==> src/rtl/ecc_mon_pkg.sv <==
// Package: register layouts shared by the ECC monitor modules.
// Assumes both registers are 32 bits wide. Field positions are software-visible.
package ecc_mon_pkg;
    localparam int CNT_W   = 8;
    localparam int LFA_W   = 12;
    localparam int NUM_INJ = 4;
    localparam int POS_W   = 8;

    typedef struct packed {
        logic [LFA_W-1:0] lfa;
        logic [1:0]       rsv;
        logic             sofe;
        logic             en;
        logic [CNT_W-1:0] ucnt;
        logic [CNT_W-1:0] ccnt;
    } status_t;

    typedef struct packed {
        logic [POS_W-1:0]   pos2;
        logic [POS_W-1:0]   pos1;
        logic [11:0]        rsv;
        logic [NUM_INJ-1:0] arm;
    } inject_t;
endpackage

==> src/rtl/err_sat_cnt.sv <==
// Saturating error counter with clear-on-read.
// Assumes hit_i is a one-cycle pulse per error. A clear wins over the count but
// keeps a coincident hit, so the result is 1.
module err_sat_cnt #(
    parameter int W = 8
) (
    input  logic         clk,
    input  logic         rst_n,
    input  logic         hit_i,
    input  logic         clr_i,
    output logic [W-1:0] cnt_o
);
    localparam logic [W-1:0] MAXV = {W{1'b1}};

    // Count up to MAXV, or restart from the coincident hit on a clear.
    always_ff @(posedge clk) begin
        if (!rst_n)
            cnt_o <= '0;
        else if (clr_i)
            cnt_o <= hit_i ? W'(1) : '0;
        else if (hit_i && cnt_o != MAXV)
            cnt_o <= cnt_o + W'(1);
    end


    sat_hold_chk: assert property (@(posedge clk) disable iff (!rst_n)
        (cnt_o == MAXV && !clr_i) |=> cnt_o == MAXV);

    clr_read_chk: assert property (@(posedge clk) disable iff (!rst_n)
        (clr_i && !hit_i) |=> cnt_o == '0);
endmodule

==> src/rtl/fail_addr_cap.sv <==
// Stop-on-first-error failing-address capture.
// Assumes fail_i is already qualified by enable and the read strobe. Once an
// address is held, it stays until sofe_i drops, which re-arms the capture.
module fail_addr_cap #(
    parameter int AW = 12
) (
    input  logic          clk,
    input  logic          rst_n,
    input  logic          sofe_i,
    input  logic          fail_i,
    input  logic [AW-1:0] addr_i,
    output logic [AW-1:0] lfa_o
);
    logic locked;

    // Latch the first failing address while the mode is on, and re-arm when it is off.
    always_ff @(posedge clk) begin
        if (!rst_n) begin
            locked <= 1'b0;
            lfa_o  <= '0;
        end else if (!sofe_i) begin
            locked <= 1'b0;
        end else if (fail_i && !locked) begin
            locked <= 1'b1;
            lfa_o  <= addr_i;
        end
    end


    lfa_hold_chk: assert property (@(posedge clk) disable iff (!rst_n)
        (locked || !sofe_i || !fail_i) |=> $stable(lfa_o));
endmodule

==> src/rtl/inj_ctrl.sv <==
// One-shot error injection on packet buffer writes.
// Assumes a write targets exactly one line type, given by {is_rx, is_data}. It
// holds the arm bits and two bit positions and builds an XOR mask of up to two bits.
module inj_ctrl
    import ecc_mon_pkg::*;
#(
    parameter int DW = 64
) (
    input  logic          clk,
    input  logic          rst_n,
    input  logic          wr_reg_i,
    input  logic [31:0]   wdata_i,
    input  logic          addr_mode_i,
    input  logic          mem_wr_i,
    input  logic          is_rx_i,
    input  logic          is_data_i,
    input  logic [DW-1:0] data_i,
    output logic [DW-1:0] data_o,
    output inject_t       reg_o
);
    localparam logic [POS_W-1:0] NO_POS = {POS_W{1'b1}};

    logic [NUM_INJ-1:0] arm;
    logic [POS_W-1:0]   pos1, pos2;
    logic [1:0]         idx;
    logic               hit;
    logic [DW-1:0]      mask;

    assign idx = {is_rx_i, is_data_i};
    assign hit = mem_wr_i && arm[idx];

    // One mask bit per data bit. Equal positions still give a single flip.
    for (genvar i = 0; i < DW; i++) begin : g_mask
        assign mask[i] = hit && ((pos1 != NO_POS && pos1 == POS_W'(i)) ||
                                 (pos2 != NO_POS && pos2 == POS_W'(i)));
    end

    assign data_o = data_i ^ mask;

    // Register writes load the arm bits and positions, and a hit consumes its bit.
    always_ff @(posedge clk) begin
        if (!rst_n) begin
            arm  <= '0;
            pos1 <= '0;
            pos2 <= '0;
        end else if (wr_reg_i) begin
            arm  <= wdata_i[NUM_INJ-1:0];
            pos1 <= wdata_i[23:16];
            pos2 <= wdata_i[31:24];
        end else if (hit && !addr_mode_i) begin
            arm[idx] <= 1'b0;
        end
    end

    assign reg_o = '{pos2: pos2, pos1: pos1, rsv: '0, arm: arm};


    inject_hold_chk: assert property (@(posedge clk) disable iff (!rst_n)
        (!wr_reg_i && (!mem_wr_i || addr_mode_i)) |=> $stable(arm));

    flip_count_chk: assert property (@(posedge clk) disable iff (!rst_n)
        $countones(data_o ^ data_i) <= 2);

    flip_gate_chk: assert property (@(posedge clk) disable iff (!rst_n)
        !mem_wr_i |-> data_o == data_i);
endmodule

==> src/rtl/ecc_err_mon.sv <==
// Top: ECC error monitor and injector for a packet buffer.
// Holds the status register (counts, enable, stop-on-first-error and captured
// address) and the injection register. Read data is combinational, and a
// status read clears the counts at the next edge.
module ecc_err_mon
    import ecc_mon_pkg::*;
#(
    parameter int DATA_W = 64,
    parameter int ADDR_W = LFA_W
) (
    input  logic              clk,
    input  logic              rst_n,
    input  logic              reg_wr,
    input  logic              reg_rd,
    input  logic              reg_sel,
    input  logic [31:0]       reg_wdata,
    output logic [31:0]       reg_rdata,
    input  logic              addr_mode,
    input  logic              mem_wr,
    input  logic              mem_rd,
    input  logic              mem_is_rx,
    input  logic              mem_is_data,
    input  logic [ADDR_W-1:0] mem_addr,
    input  logic [DATA_W-1:0] mem_wdata,
    output logic [DATA_W-1:0] mem_wdata_out,
    input  logic              err_corr,
    input  logic              err_uncorr
);
    logic             en_q, sofe_q;
    logic             stat_wr, stat_rd, inj_wr;
    logic [CNT_W-1:0] ccnt, ucnt;
    logic [LFA_W-1:0] lfa;
    status_t          stat;
    inject_t          inj;
    logic             unused_wbits;

    assign stat_wr = reg_wr && !reg_sel;
    assign stat_rd = reg_rd && !reg_sel;
    assign inj_wr  = reg_wr && reg_sel;
    assign unused_wbits = ^{reg_wdata[15:0], reg_wdata[31:18]};

    // Control bits of the status register.
    always_ff @(posedge clk) begin
        if (!rst_n) begin
            en_q   <= 1'b0;
            sofe_q <= 1'b0;
        end else if (stat_wr) begin
            en_q   <= reg_wdata[16];
            sofe_q <= reg_wdata[17];
        end
    end

    err_sat_cnt #(.W(CNT_W)) u_corr (
        .clk(clk), .rst_n(rst_n), .hit_i(en_q && err_corr),
        .clr_i(stat_rd), .cnt_o(ccnt));

    err_sat_cnt #(.W(CNT_W)) u_uncorr (
        .clk(clk), .rst_n(rst_n), .hit_i(en_q && err_uncorr),
        .clr_i(stat_rd), .cnt_o(ucnt));

    fail_addr_cap #(.AW(LFA_W)) u_cap (
        .clk(clk), .rst_n(rst_n), .sofe_i(sofe_q),
        .fail_i(en_q && mem_rd && (err_corr || err_uncorr)),
        .addr_i(LFA_W'(mem_addr)), .lfa_o(lfa));

    inj_ctrl #(.DW(DATA_W)) u_inj (
        .clk(clk), .rst_n(rst_n), .wr_reg_i(inj_wr), .wdata_i(reg_wdata),
        .addr_mode_i(addr_mode), .mem_wr_i(mem_wr), .is_rx_i(mem_is_rx),
        .is_data_i(mem_is_data), .data_i(mem_wdata), .data_o(mem_wdata_out),
        .reg_o(inj));

    assign stat = '{lfa: lfa, rsv: 2'b00, sofe: sofe_q, en: en_q, ucnt: ucnt, ccnt: ccnt};

    // Register read mux.
    always_comb begin
        reg_rdata = reg_sel ? 32'(inj) : 32'(stat);
    end


    cnt_write_chk: assert property (@(posedge clk) disable iff (!rst_n)
        (stat_wr && !stat_rd && !err_corr && !err_uncorr) |=> ($stable(ccnt) && $stable(ucnt)));

    en_gate_chk: assert property (@(posedge clk) disable iff (!rst_n)
        (!en_q && !stat_rd) |=> ($stable(ccnt) && $stable(ucnt)));
endmodule

==> config.mk <==
export PLATFORM = sky130hd
export DESIGN_NAME = ecc_err_mon
export DESIGN_NICKNAME = d
export VERILOG_FILES = /design/src/rtl/ecc_mon_pkg.sv /design/src/rtl/err_sat_cnt.sv /design/src/rtl/fail_addr_cap.sv /design/src/rtl/inj_ctrl.sv /design/src/rtl/ecc_err_mon.sv
export SDC_FILE = /design/constraint.sdc
export NUM_CORES = 1
export LEC_CHECK = 0
export BUFFER_PORTS_ARGS = -buffer_cell sky130_fd_sc_hd__buf_2
export CORE_MARGIN = 1
export CORE_UTILIZATION = 42
export DETAILED_ROUTE_END_ITERATION = 12
export PLACE_DENSITY = 0.8
export SETUP_SLACK_MARGIN = 0.05
export SLEW_MARGIN = 10
export SYNTH_ARGS = -nofsm -noshare
export SYNTH_HDL_FRONTEND = slang
export SYNTH_SLANG_ARGS = --single-unit
==> constraint.sdc <==
create_clock -name clk -period 1.8 [get_ports clk]
set_input_delay 0.36 -clock clk [delete_from_list [all_inputs] [get_ports clk]]
set_output_delay 0.36 -clock clk [all_outputs]
set_load 0.01 [all_outputs]
# Yosys cells after proc, flatten, opt, wreduce, memory -nomap -nowiden
# Cells that the tools add are included.
# word_totals
regBits,51
latchBits,0
ram_bits,0
rom_bits,0
input_bits,120
output_inout_bits,96
memories,0
# op_classes
n_addsub,2
mul,0
n_div,0
magnitude_cmp,2
eq_ne,130
shifts,0
muxes,13
n_bitwise,3
reduce_logical,280
# ops
operator,n
8-bit by 6-bit == test with 1-bit output (second input constant),64
8-bit by 5-bit == test with 1-bit output (second input constant),32
1-bit logical AND,205
8-bit by 4-bit == test with 1-bit output (second input constant),16
1-bit logical OR,65
8-bit by 3-bit == test with 1-bit output (second input constant),8
64-bit bitwise XOR,1
8-bit by 2-bit == test with 1-bit output (second input constant),4
32-bit two-way mux,1
8-bit two-way mux,4
8-bit != test (second input constant),4
8-bit by 1-bit adder with 8-bit output (second input constant),2
8-bit by 1-bit == test with 1-bit output (second input constant),2
8-bit logical NOT,2
4-bit two-way mux,2
2-bit nonzero test,3
4-bit bitwise AND,1
1-bit two-way mux,4
4-bit NOT,1
2-bit AND reduction,2
1-bit logical NOT,3
2-bit by 3-bit < comparator with 1-bit output (second input constant),1
1-bit binary-select mux with 2-bit select,1
1-bit demux with 2-bit select,1
2-bit by 1-bit greater-or-equal comparator with 1-bit output (second input constant),1

# Depth between registers and ports, before layout
# Gate-level depths: netlist of run 1.
# depth
ltp_word,8
mapped_depth,7

# Cells and area by module
# Synthesis of run 1 repeated with hierarchy kept, for this count alone.
# hier_totals
cells_unflattened,557
area_unflattened_um2,4773.3
# modules_own_cells
mod,instances,cells_each,area_each_um2
inj_ctrl,1,353,2775.2
err_sat_cnt,2,49,426.7
ecc_err_mon,1,50,609.3
fail_addr_cap,1,56,535.5

# Least setup slack after synthesis of run 1
# Ideal clock, no wire load.
# synth_path
path_type,register to output
startpoint,register u_inj.pos2[4]
endpoint,output port mem_wdata_out[46]
arrival_ns,1.549
setup_slack_ns,-0.109
stages_incl_launch_ff,7
cell_sequence,dfxtp_1 > or4b_1 > buf_2 > buf_6 > o22ai_1 > nand2_1 > xnor2_1
# synth_between
elab_chain_cells,5
elab_cells_between_ends,6
cone_classes,eq/ne (2); bitwise (1); reduce/logical (3)
# synth_lines
element,line_no,source
"start, declared",inj_ctrl.sv:24,"logic [POS_W-1:0] pos1, pos2;"
"start signal, assigned",inj_ctrl.sv:49,pos2 <= wdata_i[31:24];
8-bit != test or 8-bit by 6-bit == test with 1-bit output (tied branches),inj_ctrl.sv:35,(pos2 != NO_POS && pos2 == POS_W'(i)));
1-bit logical AND (*),inj_ctrl.sv:35,
1-bit logical OR (*),inj_ctrl.sv:34,assign mask[i] = hit && ((pos1 != NO_POS && pos1 == POS_W'(i)) ||
1-bit logical AND (*),inj_ctrl.sv:34,
64-bit bitwise XOR (*),inj_ctrl.sv:38,assign data_o = data_i ^ mask;
"end, declared",ecc_err_mon.sv:25,"output logic [DATA_W-1:0] mem_wdata_out,"
# Mark *: on every way between the ends. The rest lies on a longest branch, timed or not.

# Final worst setup path of run 1
# layout_path
startpoint,register u_inj.pos1[6]
endpoint,output port mem_wdata_out[21]
# layout_between
elab_chain_cells,5
elab_cells_between_ends,6
cone_classes,eq/ne (2); bitwise (1); reduce/logical (3)
# layout_lines
element,line_no,source
"start, declared",inj_ctrl.sv:24,
"start signal, assigned",inj_ctrl.sv:48,pos1 <= wdata_i[23:16];
8-bit != test or 8-bit by 5-bit == test with 1-bit output (tied branches),inj_ctrl.sv:34,
1-bit logical AND (*),inj_ctrl.sv:34,
1-bit logical OR (*),inj_ctrl.sv:34,
1-bit logical AND (*),inj_ctrl.sv:34,
64-bit bitwise XOR (*),inj_ctrl.sv:38,
# Marks and branches as above.

==> results of run 1 <==
-- area by class of cell --
| cell class | instances | area (µm²) | share of cell area |
|---|---|---|---|
| Sequential cell | 51 | 1060 | 0.152 |
| Inverter | 4 | 15.0 | 0.00215 |
| Tap cell | 133 | 166 | 0.0239 |
| Clock inverter | 1 | 8.76 | 0.00126 |
| Multi-Input combinational cell | 439 | 3860 | 0.554 |
| Clock buffer | 7 | 86.3 | 0.0124 |
| Timing Repair Buffer | 281 | 1770 | 0.254 |
-- layout by cell type, fill, tap and decap left out, types with 3 or more instances in the layout --
master	n
a21oi_1	25
and2_1	6
and3_1	3
buf_12	9
buf_2	203
buf_4	57
buf_6	9
buf_8	3
clkbuf_8	6
dfxtp_1	35
dfxtp_2	8
dfxtp_4	8
inv_1	3
mux2_2	18
mux2i_1	18
nand2_1	83
nand2_2	32
nand3_1	8
nand4_1	4
nand4b_1	8
nand4bb_1	8
nand4bb_2	6
nor2_1	22
nor2b_1	14
o211ai_1	6
o21ai_0	3
o22ai_1	22
o22ai_2	27
o22ai_4	16
or4_1	4
or4_4	4
or4b_4	12
xnor2_1	9
xnor2_2	55
xor2_1	3
-- worst min-delay path, cell delays in order --
cell and delay [ns]:
buf_2 0.10, nand2_1 0.05, a21oi_1 0.05
-- path summary, 6_finish.rpt --
kind         cells after the start                end
max reg2reg                      6    u_corr.cnt_o[4]
min                              3       u_inj.arm[2]
max                              6  mem_wdata_out[21]
min reg2reg                      2       u_cap.locked
-- synth_stat cells (8+ instances only) --
| library cell | n | area (µm²) |
|---|---|---|
| nand2_1 | 115 | 432 |
| xnor2_1 | 64 | 561 |
| o22ai_1 | 60 | 375 |
| dfxtp_1 | 51 | 1020 |
| a21oi_1 | 25 | 125 |
| nor2_1 | 22 | 82.6 |
| clkbuf_1 | 20 | 75.1 |
| mux2_2 | 18 | 203 |
| mux2i_1 | 18 | 180 |
| buf_2 | 14 | 70.1 |
| nand4bb_1 | 14 | 158 |
| nor2b_1 | 14 | 87.6 |
| or4b_1 | 12 | 120 |
| nand3_1 | 8 | 40.0 |
| nand4b_1 | 8 | 70.1 |
-- power breakdown --
group	total (W)	internal (W)	switching [W]
combinational	0.000947	0.000475	0.000472
clock	0.000690	0.000316	0.000375
sequential	0.00119	0.00115	0.0000386
-- layer usage --
layer	share of wire	vias to the layer above	GRT usage
met3	0.068	46	0.0438
met4	0.027	0	0.103
li1	-	2424	-
met5	0	-	0
met1	0.40	2431	0.337
met2	0.51	253	0.497
-- logic make-up after synthesis --
family | after synthesis | share of synthesized area
simple gates | 219 | 0.280
compound gates | 115 | 0.179
xor+xnor | 67 | 0.140
flops | 51 | 0.243
buf+inv | 49 | 0.0613
mux | 36 | 0.0911
fa+ha+maj | 2 | 0.00595
-- registers in the layout, summed over array words and instances, names as in the netlist --
register        cells
u_uncorr.cnt_o      8
u_inj.pos1          8
u_cap.lfa_o        12
u_inj.arm           4
en_q                1
sofe_q              1
u_corr.cnt_o        8
u_cap.locked        1
u_inj.pos2          8
-- what timing repair did --
| action | CTS | global route |
|---|---|---|
| setup endpoints to repair | 64 | 67 |
| resized for setup | 123 | 46 |
| buffers inserted | 6 | 10 |
| pin swaps | 49 | 42 |
| cloned | 5 | 0 |
-- through the flow --
| step | setup WS [ns] | area (µm²) | power [W] |
|---|---|---|---|
| 3_3_place_gp | -0.232 | 6000 | 0.00198 |
| 3_5_place_dp | -0.230 | 6000 | 0.00199 |
| 2_1_floorplan | -0.0716 | 4590 | 0.00163 |
| 4_1_cts | -0.532 | 6670 | 0.00279 |
| 5_1_grt | -0.643 | 6970 | 0.00297 |
| 6_report | -0.594 | 6970 | 0.00282 |
==> metrics.csv, run 1 <==
metric;value;unit
avgSynthCellArea;7.80;µm²
holdBufCountCts;0;
dieHeight;102;µm
path_cells;or4b_4 -> buf_8 -> o22ai_1 -> nand2_1 -> xnor2_2 -> buf_2;
path_class;reg2out;
final_cells;916;
grt_pass1_vias;4852;
cp.required;1.44;ns
crit_path_start_kind;flip-flop;
slew_violations;0;
drt-pass1-iter-count;6;
failed_checks;setup timing;
syn-cell-area;4200;µm²
fin_worst_skew;0.0105;ns
core_area;9730;µm²
rsz0062_at_grt;true;
place.gp.congestion;0.838;
max_stage_delay;0.57;ns
cts_root_buffer;clkbuf_8;
h-tree-depth;2;
fin_ws;-0.594;ns
num-fill-cells;722;
start_util;0.432;
timing.rr.start;u_corr.cnt_o[0];
max_freq;418;MHz
die_area;10400;µm²
ys.flop_type;dfxtp_1;
finalSetupViolCount;64;
synth_edf_count;0;
dp_cells;887;
hold_path.class;in2reg;
area_growth_syn_to_layout;65.8;%
max_slew_margin;0.710;
synth-seq-area-share;0.243;
antenna_cells;0;
totalWireLength;15300;µm
vias;5154;
clk_pin_slew;0.09;ns
cts_buffer_depth;2;
p_leak;2.95;nW
dp_hpwl;11100;µm
die_w;102;µm
critical_path_arrival;2.03;ns
status;finished with violations;
drv_cap;0;
irDropWorstVdd;0.000482;V
end_kind;output pin;
clock_sinks;51;
antenna_found_initial;0;
port_buffers;203;
ys_ff_latch;51;
crit_slowest_cell;or4b_4;
reg2reg_slack;0.23;ns
critPathBufInv;2;
worst_pin_slew;0.432;ns
routedWlPerCell;16.7;µm
synth_cell_types;44;
p_per_area;405;nW/µm²
period_needed;2.39;ns
netlist_instances;539;
hold_viol;0;
timing.hold.worst.start;reg_wdata[2];
drive_above_1_share;0.609;
holdWs;0.281;ns
grt-ovfl-total;0;
synthArstFlopShare;0;
cts_tree;done;
cp-startpoint;u_inj.pos1[6];
ant_nets;0;
rows;36;
synth_fp_nets;661;
clk_latency;0.31;ns
grtUsageTotal;0.279;
fin_crit_sh;1.33;
drc;0;
yosysWarnings;0;
grt_pass1_wl;23000;µm
tns;-29.93;ns
crit_fanout;8;
critPathTopFamily;simple AND/OR/NAND/NOR gates;
finish.utilization;0.716;
viasPerCell;5.63;
grt_max_degree;31;
ioPinCount;216;
drtIter0Drc;269;
nets;904;
cts_buffers;5;
Note: power is estimated with default switching activity, not from simulation.
==> run 2: changes to the inputs <==
--- a/config.mk
+++ b/config.mk
@@ -8,8 +8,9 @@
 export BUFFER_PORTS_ARGS = -buffer_cell sky130_fd_sc_hd__buf_2
 export CORE_MARGIN = 1
 export CORE_UTILIZATION = 42
+export CTS_CLUSTER_SIZE = 40
 export DETAILED_ROUTE_END_ITERATION = 12
-export PLACE_DENSITY = 0.8
+export PLACE_DENSITY = 0.85
 export SETUP_SLACK_MARGIN = 0.05
 export SLEW_MARGIN = 10
 export SYNTH_ARGS = -nofsm -noshare
==> metrics.csv, run 2 (same netlist as run 1, synthesis figures left out) <==
metric;value;unit;change
fin_worst_skew;0.0103;ns;was 0.0105 ns
drt-pass1-iter-count;5;;was 6
rows;36;;unchanged
seq_area;1070;µm²;was 1060 µm²
drv_cap;0;;unchanged
dp_cells;876;;was 887
holdWs;0.275;ns;was 0.281 ns
dieHeight;102;µm;unchanged
nets;905;;was 904
ioPinCount;216;;unchanged
final_common_cell;buf_2;;unchanged
fin_ws;-0.722;ns;was -0.594 ns
cts_root_buffer;clkbuf_8;;unchanged
crit_path_start_kind;flip-flop;;unchanged
worst_pin_slew;0.437;ns;was 0.432 ns
p_per_area;397;nW/µm²;was 405 nW/µm²
drc;0;;unchanged
hold_path.class;in2reg;;unchanged
path_cells;buf_4 -> buf_4 -> nand4bb_1 -> buf_6 -> o22ai_1 -> nand2_1 -> xnor2_2 -> buf_2;;was or4b_4 -> buf_8 -> o22ai_1 -> nand2_1 -> xnor2_2 -> buf_2
whs_path_depth;3;;unchanged
clock_sinks;51;;unchanged
grt_pass1_wl;24400;µm;was 23,000 µm
port_buffers;203;;unchanged
max_slew_margin;0.707;;was 0.710
largest_reg_flops;12;;unchanged
drtIter0Drc;315;;was 269
die_area;10400;µm²;unchanged
cts_tree;done;;unchanged
num-fill-cells;637;;was 722
hold_viol;0;;unchanged
totalWireLength;18900;µm;was 15,300 µm
max_freq;397;MHz;was 418 MHz
crit_slowest_cell;dfxtp_2;;was or4b_4
max_stage_delay;0.35;ns;was 0.57 ns
core_area;9730;µm²;unchanged
final_cells;919;;was 916
routedWlPerCell;20.5;µm;was 16.7 µm
cp.required;1.44;ns;about the same
cts_buffers;5;;unchanged
grt_pass1_vias;4968;;was 4,852
die_w;102;µm;unchanged
timing.critical_path.mode_cell;buf_4;;
pre_cts_ws;-0.257;ns;was -0.230 ns
slew_violations;0;;unchanged
drive_above_1_share;0.640;;was 0.609
rsz0062_at_grt;true;;unchanged
critical_path_arrival;2.16;ns;was 2.03 ns
status;finished with violations;;unchanged
dp_hpwl;10900;µm;was 11,100 µm
viasPerCell;5.93;;was 5.63
finalSetupViolCount;64;;unchanged
grt_max_degree;28;;was 31
clk_latency;0.31;ns;about the same
irDropWorstVdd;0.000564;V;was 0.000482 V
final_cell_mix;202 x buf_2, 73 x nand2_1, 56 x xnor2_2, 48 x buf_4, 42 x nand2_2;;was 203 x buf_2, 83 x nand2_1, 57 x buf_4, 55 x xnor2_2, 35 x dfxtp_1
path_class;reg2out;;unchanged
clk_pin_slew;0.10;ns;was 0.09 ns
p_leak;3.00;nW;was 2.95 nW
start_util;0.432;;unchanged
h-tree-depth;2;;unchanged
area_growth_syn_to_layout;74.8;%;was 65.8%
fin_crit_sh;1.40;;was 1.33
place.gp.congestion;0.830;;was 0.838
multi_input_area;4130;µm²;was 3860 µm²
cts_buffer_depth;2;;unchanged
grt-ovfl-total;0;;unchanged
tns;-34.68;ns;was -29.93 ns
rr_worst_depth;6;;unchanged
finish.utilization;0.755;;was 0.716
end_kind;output pin;;unchanged
grtUsageTotal;0.296;;was 0.279
regMostFlops;u_cap.lfa_o;;unchanged
ant_nets;0;;unchanged
failed_checks;setup timing;;unchanged
vias;5447;;was 5,154
antenna_found_initial;1;;was 0
period_needed;2.52;ns;was 2.39 ns
crit_fanout;8;;unchanged
==> run 2: changes by cell type in the layout (fill, tap and decap cells not counted), moves of 7 or more <==
cell and change:
nand2_2 +10, o22ai_4 +11, buf_6 +9, buf_4 -9, o22ai_1 -8, nand2_1 -10
nand4bb_4 +7
==> run 2: path summary, 6_finish.rpt <==
path	startpoint	slack, ns	endpoint
worst max register to register	u_corr.cnt_o[0]	0.12	u_corr.cnt_o[7]
worst min register to register	u_cap.locked	0.49	u_cap.locked
worst max-delay path	u_inj.pos2[6]	-0.72	mem_wdata_out[63]
worst min-delay path	reg_wdata[23]	0.27	u_inj.pos1[7]
==> run 2: metal layers <==
metal,up-vias,global-route usage,share of wire
met5,-,0,0
met4,0,0.138,0.055
met3,95,0.0472,0.089
met2,361,0.538,0.50
met1,2555,0.337,0.35
li1,2436,-,-
==> run 2: worst max-delay path: cells and delay by family (launching register included) <==
kind                      cells  cell delay (ns)
DFF                           1             0.35
and+or+nand+nor               2             0.33
buffers and inverters         4             0.65
xor gates and xnor gates      1             0.29
AOI/OAI and AO/OA             1             0.22
==> run 2: where the power goes <==
part	internal (W)	leakage [nW]	total [W]	switching [W]
combinational	0.000507	2.53	0.00104	0.000537
sequential	0.00115	0.424	0.00119	0.0000423
clock	0.000279	0.0443	0.000685	0.000406
==> run 2: layout make-up <==
class,count,area share
Inverter,4,0.00204
Timing Repair Buffer,282,0.255
Multi-Input combinational cell,439,0.562
Clock inverter,3,0.00341
Antenna cell,2,0.000681
Tap cell,133,0.0227
Sequential cell,51,0.145
Clock buffer,5,0.00937
==> run 2: stage by stage <==
step / instance area, µm² / power, W
final: 7350 / 0.00292
after global routing: 7340 / 0.00303
after CTS: 6690 / 0.00278
after detailed placement: 5900 / 0.00198
after global placement: 5900 / 0.00196
after floorplan: 4590 / 0.00163
==> run 2: repair_timing <==
item / 4_1_cts / 5_1_grt
endpoints found under the hold margin: 0 / 0
setup buffers: 12 / 14
pin swaps: 31 / 62
resized for setup: 110 / 109
setup endpoints to repair: 64 / 69
gates cloned: 7 / 0
hold buffers: 0 / 0
==> run 3: changes to the inputs <==
--- a/config.mk
+++ b/config.mk
@@ -10,6 +10,8 @@
 export CORE_UTILIZATION = 42
 export CTS_CLUSTER_SIZE = 40
 export DETAILED_ROUTE_END_ITERATION = 12
+export GPL_ROUTABILITY_DRIVEN = 0
+export GPL_TIMING_DRIVEN = 1
 export PLACE_DENSITY = 0.85
 export SETUP_SLACK_MARGIN = 0.05
 export SLEW_MARGIN = 10
==> constraint.sdc (replaced) <==
create_clock -name clk -period 1.8 [get_ports clk]
set_input_delay 0.09 -clock clk [delete_from_list [all_inputs] [get_ports clk]]
set_output_delay 0.09 -clock clk [all_outputs]
set_load 0.01 [all_outputs]
==> metrics.csv, run 3 (same netlist as run 1, synthesis figures left out) <==
metric;value;unit;change
cts_buffers;5;;unchanged
finalSetupViolCount;64;;unchanged
drive_above_1_share;0.558;;was 0.640
drtIter0Drc;459;;was 315
grt_pass1_wl;24800;µm;was 24,400 µm
viasPerCell;6.49;;was 5.93
core_area;9730;µm²;unchanged
totalWireLength;21800;µm;was 18,900 µm
finish.utilization;0.728;;was 0.755
die_area;10400;µm²;unchanged
final_cell_mix;196 x buf_2, 94 x nand2_1, 42 x xnor2_1, 34 x dfxtp_1, 34 x buf_4;;was 202 x buf_2, 73 x nand2_1, 56 x xnor2_2, 48 x buf_4, 42 x nand2_2
clock_sinks;51;;unchanged
largest_reg_flops;12;;unchanged
whs_path_depth;3;;unchanged
start_util;0.432;;unchanged
pre_cts_ws;0.0303;ns;was -0.257 ns
rows;36;;unchanged
drt-pass1-iter-count;5;;unchanged
grt_pass1_vias;4724;;was 4,968
dp_hpwl;10200;µm;was 10,900 µm
path_class;reg2out;;unchanged
drv_cap;0;;unchanged
end_kind;output pin;;unchanged
failed_checks;setup timing;;unchanged
period_needed;2.33;ns;was 2.52 ns
cts_tree;done;;unchanged
hold_viol;0;;unchanged
dieHeight;102;µm;unchanged
p_per_area;428;nW/µm²;was 397 nW/µm²
drc;0;;unchanged
grt-ovfl-total;0;;unchanged
routedWlPerCell;24.1;µm;was 20.5 µm
worst_pin_slew;0.415;ns;was 0.437 ns
vias;5882;;was 5,447
cp.required;1.71;ns;was 1.44 ns
ant_nets;0;;unchanged
fin_crit_sh;1.29;;was 1.40
clk_latency;0.30;ns;was 0.31 ns
status;finished with violations;;unchanged
grt_max_degree;27;;was 28
area_growth_syn_to_layout;68.5;%;was 74.8%
crit_fanout;8;;unchanged
crit_path_start_kind;flip-flop;;unchanged
h-tree-depth;2;;unchanged
cts_root_buffer;clkbuf_8;;unchanged
slew_violations;0;;unchanged
hold_path.class;in2reg;;unchanged
max_freq;430;MHz;was 397 MHz
nets;895;;was 905
antenna_found_initial;1;;unchanged
holdBufCountCts;0;;unchanged
grtUsageTotal;0.313;;was 0.296
irDropWorstVdd;0.000366;V;was 0.000564 V
fin_worst_skew;0.0100;ns;was 0.0103 ns
critical_path_arrival;2.24;ns;was 2.16 ns
ioPinCount;216;;unchanged
max_slew_margin;0.723;;was 0.707
rsz0062_at_grt;true;;unchanged
antenna_cells;0;;was 2
cts_buffer_depth;2;;unchanged
port_buffers;203;;unchanged
fin_ws;-0.525;ns;was -0.722 ns
final_common_cell;buf_2;;unchanged
clk_pin_slew;0.10;ns;about the same
rr_worst_depth;6;;unchanged
p_leak;2.79;nW;was 3.00 nW
regMostFlops;u_cap.lfa_o;;unchanged
die_w;102;µm;unchanged
==> run 3: layer usage <==
metal / routed length (µm) / vias up / global-route usage
met5: 39 / - / 0
met4: 1840 / 2 / 0.175
met3: 3120 / 212 / 0.114
met2: 9900 / 574 / 0.521
met1: 6950 / 2687 / 0.347
li1: - / 2407 / -
==> run 3: what timing repair did <==
action                                  4_1_cts  5_1_grt
pin swaps                                    15       50
gates resized for setup                      96      133
endpoints found under the setup margin       64       68
setup buffers                                11       16
cloned                                        7        1
==> run 3: critical path, cell delays in order (launching register included) <==
cell and delay (ns):
dfxtp_4 0.37, or4b_4 0.58, buf_6 0.19, o22ai_1 0.24, nand2_1 0.18, xnor2_2 0.19, buf_2 0.19
==> run 3: layout make-up <==
class	count	area (µm²)
Timing Repair Buffer	272	1880
Clock inverter	2	37.5
Inverter	4	15.0
Sequential cell	51	1070
Multi-Input combinational cell	439	3840
Clock buffer	5	68.8
Fill cell	630	2650
Tap cell	133	166
==> run 3: final timing paths <==
path,from,endpoint,slack (ns)
worst max-delay path,u_inj.pos2[6],mem_wdata_out[45],-0.53
worst min-delay path,reg_wdata[19],u_inj.pos1[3],0.01
worst max register to register,u_corr.cnt_o[0],u_corr.cnt_o[3],0.16
worst min register to register,sofe_q,u_cap.locked,0.48
==> run 3: through the flow <==
step | instance area (µm²) | setup TNS (ns) | power (W) | hold WS [ns] | cells
detailed placement | 5430 | 0 | 0.00190 | 0.336 | 864
finish | 7080 | -18.97 | 0.00303 | 0.0102 | 906
floorplan | 4200 | 0 | 0.00159 | 0.201 | 539
global placement | 5430 | 0 | 0.00190 | 0.326 | 864
global route | 7080 | -23.18 | 0.00315 | 0.00565 | 906
CTS | 6240 | -10.33 | 0.00281 | 0.00514 | 889
==> run 3: report_power, final <==
group | switching [W] | internal (W) | leakage, nW
combinational | 0.000566 | 0.000497 | 2.32
sequential | 0.0000423 | 0.00115 | 0.424
clock | 0.000375 | 0.000407 | 0.0502
total | 0.000983 | 0.00205 | 2.79
